[config.mk]
export PLATFORM = sky130hd
export DESIGN_NAME = irq_sequencer
export DESIGN_NICKNAME = d
export VERILOG_FILES = /design/src/rtl/irq_seq_pkg.sv /design/src/rtl/irq_seq_fsm.sv /design/src/rtl/irq_seq_sp.sv /design/src/rtl/irq_seq_flags.sv /design/src/rtl/irq_sequencer.sv
export SDC_FILE = /design/constraint.sdc
export NUM_CORES = 1
export LEC_CHECK = 0
export ABC_AREA = 1
export BUFFER_PORTS_ARGS = -buffer_cell sky130_fd_sc_hd__buf_2
export CELL_PAD_IN_SITES_DETAIL_PLACEMENT = 1
export CELL_PAD_IN_SITES_GLOBAL_PLACEMENT = 1
export CORE_MARGIN = 2
export CORE_UTILIZATION = 30
export CTS_BUF_LIST = sky130_fd_sc_hd__clkbuf_8
export DETAILED_ROUTE_END_ITERATION = 12
export MAX_ROUTING_LAYER = met4
export PLACE_DENSITY = 0.89
export SLEW_MARGIN = 20
export SYNTH_ARGS = -nofsm -noshare
export SYNTH_HDL_FRONTEND = slang
export SYNTH_SLANG_ARGS = --single-unit
[constraint.sdc]
create_clock -name clk -period 3 [get_ports clk]
set_clock_uncertainty 0.05 [all_clocks]
set_input_delay 0.45 -clock clk [delete_from_list [all_inputs] [get_ports clk]]
set_output_delay 0.45 -clock clk [all_outputs]
set_load 0.05 [all_outputs]
[src/rtl/irq_seq_pkg.sv]
package irq_seq_pkg;

    typedef enum logic [2:0] {
        ST_IDLE = 3'd0,
        ST_DIS  = 3'd1,
        ST_PUSH = 3'd2,
        ST_VEC  = 3'd3,
        ST_CLR  = 3'd4,
        ST_POP  = 3'd5
    } seq_state_e;

    typedef struct packed {
        logic dis;
        logic push;
        logic vec;
        logic clr;
        logic pop;
    } step_t;

endpackage

[src/rtl/irq_seq_fsm.sv]
module irq_seq_fsm
    import irq_seq_pkg::*;
(
    input  logic  clk,
    input  logic  rst_n,
    input  logic  boundary_i,
    input  logic  rti_i,
    input  logic  iflag_i,
    output step_t step_o,
    output logic  busy_o
);

    typedef struct packed {
        seq_state_e st;
    } fsm_t;

    fsm_t fsm_d, fsm_q;

    always_comb begin
        fsm_d = fsm_q;
        case (fsm_q.st)
            ST_IDLE: begin
                if (boundary_i) begin
                    if (rti_i) begin
                        fsm_d.st = ST_CLR;
                    end else if (iflag_i) begin
                        fsm_d.st = ST_DIS;
                    end
                end
            end
            ST_DIS:  fsm_d.st = ST_PUSH;
            ST_PUSH: fsm_d.st = ST_VEC;
            ST_VEC:  fsm_d.st = ST_IDLE;
            ST_CLR:  fsm_d.st = ST_POP;
            ST_POP:  fsm_d.st = ST_IDLE;
            default: fsm_d.st = ST_IDLE;
        endcase
    end

    always_ff @(posedge clk) begin
        if (!rst_n) begin
            fsm_q.st <= ST_IDLE;
        end else begin
            fsm_q <= fsm_d;
        end
    end

    always_comb begin
        step_o.dis  = (fsm_q.st == ST_DIS);
        step_o.push = (fsm_q.st == ST_PUSH);
        step_o.vec  = (fsm_q.st == ST_VEC);
        step_o.clr  = (fsm_q.st == ST_CLR);
        step_o.pop  = (fsm_q.st == ST_POP);
        busy_o      = (fsm_q.st != ST_IDLE);
    end

endmodule

[src/rtl/irq_seq_sp.sv]
module irq_seq_sp #(
    parameter int unsigned          ADDR_W   = 16,
    parameter logic [ADDR_W-1:0]    SP_RESET = '0
) (
    input  logic              clk,
    input  logic              rst_n,
    input  logic              push_i,
    input  logic              pop_i,
    output logic [ADDR_W-1:0] sp_o,
    output logic [ADDR_W-1:0] addr_o
);

    localparam logic [ADDR_W-1:0] ONE = ADDR_W'(1);

    typedef struct packed {
        logic [ADDR_W-1:0] sp;
    } sp_t;

    sp_t sp_d, sp_q;

    always_comb begin
        sp_d = sp_q;
        if (push_i) begin
            sp_d.sp = sp_q.sp - ONE;
        end else if (pop_i) begin
            sp_d.sp = sp_q.sp + ONE;
        end
    end

    always_ff @(posedge clk) begin
        if (!rst_n) begin
            sp_q.sp <= SP_RESET;
        end else begin
            sp_q <= sp_d;
        end
    end

    // predecrement on push, read-then-increment on pop
    assign addr_o = push_i ? (sp_q.sp - ONE) : sp_q.sp;
    assign sp_o   = sp_q.sp;

endmodule

[src/rtl/irq_seq_flags.sv]
module irq_seq_flags #(
    parameter int unsigned AF_W = 4,
    localparam int unsigned FL_W = AF_W + 1
) (
    input  logic            clk,
    input  logic            rst_n,
    input  logic            ie_set_i,
    input  logic            ie_clr_i,
    input  logic            dis_i,
    input  logic            clr_i,
    input  logic            irq_req_i,
    input  logic            alu_ld_i,
    input  logic [AF_W-1:0] alu_i,
    input  logic            iflag_ld_i,
    input  logic            bus_ld_i,
    input  logic [FL_W-1:0] bus_i,
    output logic            ie_o,
    output logic            pend_o,
    output logic            iflag_o,
    output logic [FL_W-1:0] flags_o
);

    typedef struct packed {
        logic            ie;
        logic            pend;
        logic            iflag;
        logic [AF_W-1:0] af;
    } fl_t;

    fl_t fl_d, fl_q;

    always_comb begin
        fl_d = fl_q;

        // enable: sequencer disable and software clear win over set
        if (dis_i || ie_clr_i) begin
            fl_d.ie = 1'b0;
        end else if (ie_set_i) begin
            fl_d.ie = 1'b1;
        end

        // pending latch: clear step wins over a new request
        if (clr_i) begin
            fl_d.pend = 1'b0;
        end else if (irq_req_i && fl_q.ie) begin
            fl_d.pend = 1'b1;
        end

        // interrupt flag in its own register
        if (clr_i) begin
            fl_d.iflag = 1'b0;
        end else if (bus_ld_i) begin
            fl_d.iflag = bus_i[AF_W];
        end else if (iflag_ld_i) begin
            fl_d.iflag = fl_q.pend;
        end

        // arithmetic flags
        if (bus_ld_i) begin
            fl_d.af = bus_i[AF_W-1:0];
        end else if (alu_ld_i) begin
            fl_d.af = alu_i;
        end
    end

    always_ff @(posedge clk) begin
        if (!rst_n) begin
            fl_q <= '0;
        end else begin
            fl_q <= fl_d;
        end
    end

    assign ie_o    = fl_q.ie;
    assign pend_o  = fl_q.pend;
    assign iflag_o = fl_q.iflag;
    assign flags_o = {fl_q.iflag, fl_q.af};

endmodule

[src/rtl/irq_sequencer.sv]
module irq_sequencer
    import irq_seq_pkg::*;
#(
    parameter int unsigned       DATA_W   = 16,
    parameter int unsigned       ADDR_W   = 16,
    parameter int unsigned       AF_W     = 4,
    parameter logic [ADDR_W-1:0] SP_RESET = '0,
    localparam int unsigned      FL_W     = AF_W + 1
) (
    input  logic              clk,
    input  logic              rst_n,
    input  logic              boundary_i,
    input  logic              rti_i,
    input  logic              irq_req_i,
    input  logic              ie_set_i,
    input  logic              ie_clr_i,
    input  logic              alu_flags_ld_i,
    input  logic [AF_W-1:0]   alu_flags_i,
    input  logic              iflag_ld_i,
    input  logic              flags_ld_i,
    input  logic [FL_W-1:0]   flags_bus_i,
    input  logic [DATA_W-1:0] pc_i,
    input  logic [DATA_W-1:0] vec_i,
    input  logic [DATA_W-1:0] mem_rdata_i,
    output logic              busy_o,
    output logic              ie_o,
    output logic              pend_o,
    output logic [FL_W-1:0]   flags_o,
    output logic              vec_oe_o,
    output logic              irq_clr_o,
    output logic              pc_load_o,
    output logic [DATA_W-1:0] pc_new_o,
    output logic              mem_we_o,
    output logic              mem_re_o,
    output logic [ADDR_W-1:0] mem_addr_o,
    output logic [DATA_W-1:0] mem_wdata_o,
    output logic [ADDR_W-1:0] sp_o
);

    step_t             step;
    logic              iflag;
    logic [ADDR_W-1:0] sp_addr;

    irq_seq_fsm u_fsm (
        .clk        (clk),
        .rst_n      (rst_n),
        .boundary_i (boundary_i),
        .rti_i      (rti_i),
        .iflag_i    (iflag),
        .step_o     (step),
        .busy_o     (busy_o)
    );

    irq_seq_sp #(
        .ADDR_W   (ADDR_W),
        .SP_RESET (SP_RESET)
    ) u_sp (
        .clk    (clk),
        .rst_n  (rst_n),
        .push_i (step.push),
        .pop_i  (step.pop),
        .sp_o   (sp_o),
        .addr_o (sp_addr)
    );

    irq_seq_flags #(
        .AF_W (AF_W)
    ) u_flags (
        .clk        (clk),
        .rst_n      (rst_n),
        .ie_set_i   (ie_set_i),
        .ie_clr_i   (ie_clr_i),
        .dis_i      (step.dis),
        .clr_i      (step.clr),
        .irq_req_i  (irq_req_i),
        .alu_ld_i   (alu_flags_ld_i),
        .alu_i      (alu_flags_i),
        .iflag_ld_i (iflag_ld_i),
        .bus_ld_i   (flags_ld_i),
        .bus_i      (flags_bus_i),
        .ie_o       (ie_o),
        .pend_o     (pend_o),
        .iflag_o    (iflag),
        .flags_o    (flags_o)
    );

    always_comb begin
        vec_oe_o    = step.vec;
        irq_clr_o   = step.clr;
        mem_we_o    = step.push;
        mem_re_o    = step.pop;
        pc_load_o   = step.vec | step.pop;
        pc_new_o    = '0;
        if (step.vec) begin
            pc_new_o = vec_i;
        end else if (step.pop) begin
            pc_new_o = mem_rdata_i;
        end
        mem_addr_o  = (step.push || step.pop) ? sp_addr : '0;
        mem_wdata_o = step.push ? pc_i : '0;
    end

endmodule

==> out/qor.csv, run 1 <==
metric,value,unit
max_stage_delay,350,ps
fillers,1074,
maxCapViolations,0,
drt_wl_total,9520,um
clk_pin_slew,100,ps
regToRegStartpoint,u_fsm.fsm_q[1],
slew-limit-headroom,0.723,
tritoncts,yes,
muxShareOfSynthArea,0,
core,7330,um^2
ys_async_sr_fraction,0,
synth_edf_count,0,
min_to,u_flags.ie_o,
yosysTopAreaCellShare,0.226,
num_rows,31,
r2r_setup_slack,1020,ps
dieArea,8380,um^2
syn_area_per_cell,5.68,um^2
post_synth_and_or_nand_nor_area_fraction,0.377,
syn-cell-area,2300,um^2
p_leak,1.89,nW
synth_compound_area_frac,0.216,
first_pass_iters,4,
cts_buffers,3,
io_buffers,143,
yosys_warnings,0,
grt_pass1_wl,15100,um
hpwlAfterDp,7340,um
clock-sinks,26,
start_kind,flip-flop,
ios,144,
fmax,390,MHz
grt_antenna_before_repair,0,
cts_resized,0,
peakVddDrop,0.208,mV
track_usage,0.225,
gp_congestion,0.885,
cp_data_arrival_time,2060,ps
design_area,3150,um^2
outcome,completed,
endpoint_kind,output pin,
cpMaxStageDelayCell,dfxtp_1,
p_per_area,512,nW/um^2
holdBufCountCts,0,
fin_crit,2560,ps
ant_nets,0,
synth_top_family_by_area,simple AND/OR/NAND/NOR gates,
synth_fp_nets,476,
period_share,0.855,
synth_xor_area_frac,0.00762,
ys_top_cells_by_count,"91 x nand2_1, 64 x inv_1, 62 x nor2_1",
drv_slew,0,
reg2reg_to,u_sp.sp_o[14],
grt_setup_unrepaired,false,
crit_type,reg2out,
layout.cells.non_filler,639,
postPlaceCellArea,3080,um^2
die_w,91.5,um
cp_max_fo,28,
reg2regPathDepth,9,
clock_tree.root_cell,clkbuf_8,
area_delta_synth_final,36.9,%
setup_viol,0,
crit_required,2500,ps
worst_pin_slew,415,ps
synth_flop_cell,dfxtp_1,
clk_latency,290,ps
fin_tns_setup,0,ps
drt_iter0_drc,125,
seq_area_frac_synth,0.226,
ys_types,28,
cp.buffers_inverters,4,
synth_cells,405,
gr-total-overflow,0,
fin_util,0.429,
drc,0,
antenna_cells,0,
place_inst,635,
vias_per_cell,4.98,
post_drt_wl_per_cell,14.9,um
h-tree-depth,1,
die_h,91.5,um
clk_path_buf_depth,2,
cts_setup_buffers,0,
yosysMostFrequentCell,nand2_1,
num_vias,3181,
min_path_type,in2reg,
synthAdderAreaFrac,0.0218,
ys_seq_elements,26,
crit_start,u_fsm.fsm_q[1],
critical-path-top-delay-family,buffers and inverters,
hold_path_depth,2,
whs,275,ps
crit_path_frequent_cell,nand2_1,
start_util,0.314,
grt_start_max_net_pins,29,
grt_pass1_vias,3163,
min_from,ie_clr_i,
hold_viol_final,0,
drive_above_1_share,0.296,
critical_path.cell_chain,inv_1 -> nand3_1 -> inv_2 -> buf_4 -> nand2_1 -> nand2_1 -> buf_2,
nNetsFinal,612,
yosys.area.top_type,dfxtp_1,
synth.area.top_cells,"dfxtp_1 23%, nand2_1 15%, inv_1 10%",
[layout make-up]
class	instances	area (um^2)	area share
Multi-Input combinational cell	296	1430	0.454
Timing Repair Buffer	148	753	0.239
Sequential cell	26	520	0.165
Inverter	66	248	0.0787
Tap cell	99	124	0.0394
Clock buffer	3	41.3	0.0131
Clock inverter	1	30.0	0.00954
[flip-flops by register name, summed over array words and instances (netlist names)]
| signal | count |
|---|---|
| u_flags.flags_o | 4 |
| u_sp.sp_o | 16 |
| u_flags.pend_o | 1 |
| u_flags.iflag_o | 1 |
| u_flags.ie_o | 1 |
| u_fsm.fsm_q | 3 |
[where the power goes]
group          total (mW)  internal (mW)  switching [mW]  leakage (nW)
Combinational       0.870          0.229           0.640          1.65
Sequential          0.424          0.376          0.0477         0.212
Clock               0.317          0.179           0.138        0.0357
Total                1.61          0.785           0.826          1.89
[cells by family (layout without fill, tap and decap cells)]
logic type | Yosys count | after routing
compound gates | 84 | 84
xor+xnor | 2 | 2
fa+ha+maj | 4 | 4
buf+inv | 83 | 218
flops | 26 | 26
simple gates | 206 | 206
[worst max-delay path by stage]
| stage | to | slack, ps | depth (start not counted) |
|---|---|---|---|
| after CTS | mem_addr_o[10] | 410 | 7 |
| after floorplan | mem_addr_o[7] | 440 | 3 |
| after global routing | mem_addr_o[10] | 220 | 7 |
| after detailed placement | mem_addr_o[10] | 760 | 7 |
| final | mem_addr_o[10] | 440 | 7 |
| after global placement | mem_addr_o[10] | 800 | 7 |
[routing by layer]
layer  GRT usage  part of all wire
met5           -                 0
met4      0.0619             0.015
met3      0.0407             0.069
met2       0.419              0.52
met1       0.241              0.40
[cell usage in the layout, fill, tap and decap left out]
cell type  synthesis  routed
a211oi_1           1       1
nor2_1            62      62
buf_4              5       5
a2111oi_0          1       1
nand3b_1           1       1
inv_2              2       2
nor3_2             1       1
buf_2              7     143
dfxtp_1           26      26
nand3_2            1       1
ha_1               4       4
bufinv_16          0       1
or2_2              2       2
a31oi_1            1       1
nand2_1           91      91
o211ai_1           3       3
nand2_2            1       1
xor2_1             2       2
nor3_1             3       3
nand4_1            4       4
nor2_4             1       1
inv_1             64      64
nand3_1           39      39
a21oi_1           18      18
o21ai_0           44      44
a22o_1            16      16
clkbuf_8           0       3
[metrics by stage]
step	power, mW	worst slack [ps]
3_5_place_dp	1.29	761
3_3_place_gp	1.26	802
6_report	1.61	435
5_1_grt	1.72	224
4_1_cts	1.63	405
2_1_floorplan	1.06	443
(Power assumes the default switching activity.)
==> run 2, diff against run 1 <==
==> constraint.sdc (replaced) <==
create_clock -name clk -period 3 [get_ports clk]
set_clock_uncertainty 0.05 [all_clocks]
set_input_delay 0.3 -clock clk [delete_from_list [all_inputs] [get_ports clk]]
set_output_delay 0.3 -clock clk [all_outputs]
set_load 0.05 [all_outputs]
==> out/qor.csv, run 2 (same netlist as run 1, synthesis figures left out) <==
metric,value,unit
outcome,completed,
grt_pass1_wl,14800,um
antenna_cells,0,
clk_path_buf_depth,2,
p_clk_frac,0.198,
clock_tree.root_cell,clkbuf_8,
io_buffers,143,
swShare,0.510,
wl_met2,4450,um
clk_latency,290,ps
gp_congestion,0.853,
cp_max_fo,5,
grt_antenna_before_repair,0,
gr-total-overflow,0,
track_usage,0.216,
power_frac_comb,0.538,
cpMaxStageDelayCell,dfxtp_1,
die_w,91.5,um
final_common_cell,buf_2,
cts_resized,0,
core,7330,um^2
drv_slew,0,
endpoint_kind,output pin,
fin_util,0.430,
grt_setup_unrepaired,false,
slew-limit-headroom,0.720,
switching_power,0.816,mW
ant_nets,0,
ios,144,
tritoncts,yes,
clk_pin_slew,110,ps
seqPwrFrac,0.264,
post_drt_wl_per_cell,14.2,um
h-tree-depth,1,
dieArea,8380,um^2
p_leak,1.90,nW
start_kind,flip-flop,
vias_per_cell,4.95,
drive_above_1_share,0.298,
fin_crit,2420,ps
first_pass_iters,4,
grt_pass1_vias,3090,
start_util,0.314,
wl_met1,3880,um
cts_setup_buffers,0,
setup_viol,0,
worst_pin_slew,419,ps
min_path_type,in2reg,
grt_start_max_net_pins,36,
holdBufCountCts,0,
critical_path.cell_chain,inv_1 -> ha_1 -> inv_1 -> nor2_1 -> nand3_1 -> nand2_1 -> nand2_1 -> o21ai_0 -> buf_2,
multi_input_area,1430,um^2
hpwlAfterDp,7150,um
p_per_area,508,nW/um^2
power.internal,0.785,mW
num_rows,31,
wl_met3,639,um
maxCapViolations,0,
fillers,1076,
area_delta_synth_final,37.2,%
peakVddDrop,0.204,mV
nNetsFinal,613,
period_share,0.807,
largest_reg_flops,16,
die_h,91.5,um
drt_wl_total,9090,um
fmax,413,MHz
cp_data_arrival_time,2070,ps
fin_tns_setup,0,ps
hold_viol_final,0,
drc,0,
num_vias,3166,
crit_type,reg2out,
cp.buffers_inverters,3,
cts_buffers,3,
layout_common_cells,"143 x buf_2, 91 x nand2_1, 64 x inv_1",
drt_iter0_drc,113,
layout.area.seq,520,um^2
top_layer,met4,
clock-sinks,26,
crit_required,2650,ps
critical-path-top-delay-family,buffers and inverters,
max_stage_delay,350,ps
## run 2: cell type report
class,instances,area share
clock buffer,3,0.0131
clock inverter,1,0.00952
inverter,66,0.0785
multi-input combinational,296,0.453
sequential,26,0.165
tap,99,0.0393
timing repair buffer,149,0.241
## run 2: power by group through the flow
stage | sequential [mW] | combinational [mW] | clock [mW]
floorplan | 0.497 | 0.568 | 0
global placement | 0.427 | 0.837 | 0
detailed placement | 0.430 | 0.861 | 0
CTS | 0.422 | 0.866 | 0.321
global route | 0.429 | 0.945 | 0.335
finish | 0.423 | 0.861 | 0.317
## run 2: path summary, 6_finish.rpt
check | startpoint | to | slack [ps] | cells past startpoint
worst max-delay path | u_sp.sp_o[0] | mem_addr_o[14] | 580 | 9
worst min-delay path | ie_clr_i | u_flags.ie_o | 120 | 2
worst max register to register | u_fsm.fsm_q[1] | u_sp.sp_o[8] | 1110 | 9
worst min register to register | u_fsm.fsm_q[0] | u_fsm.fsm_q[1] | 460 | 2
## run 2: per-stage QoR
stage	setup WS (ps)	power [mW]	area, um^2	hold slack [ps]	cells
2_1_floorplan	593	1.06	2300	340	405
3_3_place_gp	985	1.26	3080	429	636
3_5_place_dp	924	1.29	3080	432	636
4_1_cts	580	1.61	3150	119	640
5_1_grt	397	1.71	3150	114	640
6_report	580	1.60	3150	122	640
## run 2: worst reg2reg max path: stages, from the launching register on
cell and delay (ps):
dfxtp_1 350, inv_1 140, nand3_1 300, inv_2 190
buf_4 250, nand2_1 110, o21ai_0 210, nand2_1 90
nand2_1 70, nor2_1 40
## run 2: per-layer routing
| layer | global-route usage | vias to the layer above |
|---|---|---|
| li1 | - | 1573 |
| met1 | 0.250 | 1465 |
| met2 | 0.387 | 115 |
| met3 | 0.0340 | 13 |
| met4 | 0.0568 | 0 |
| met5 | - | - |
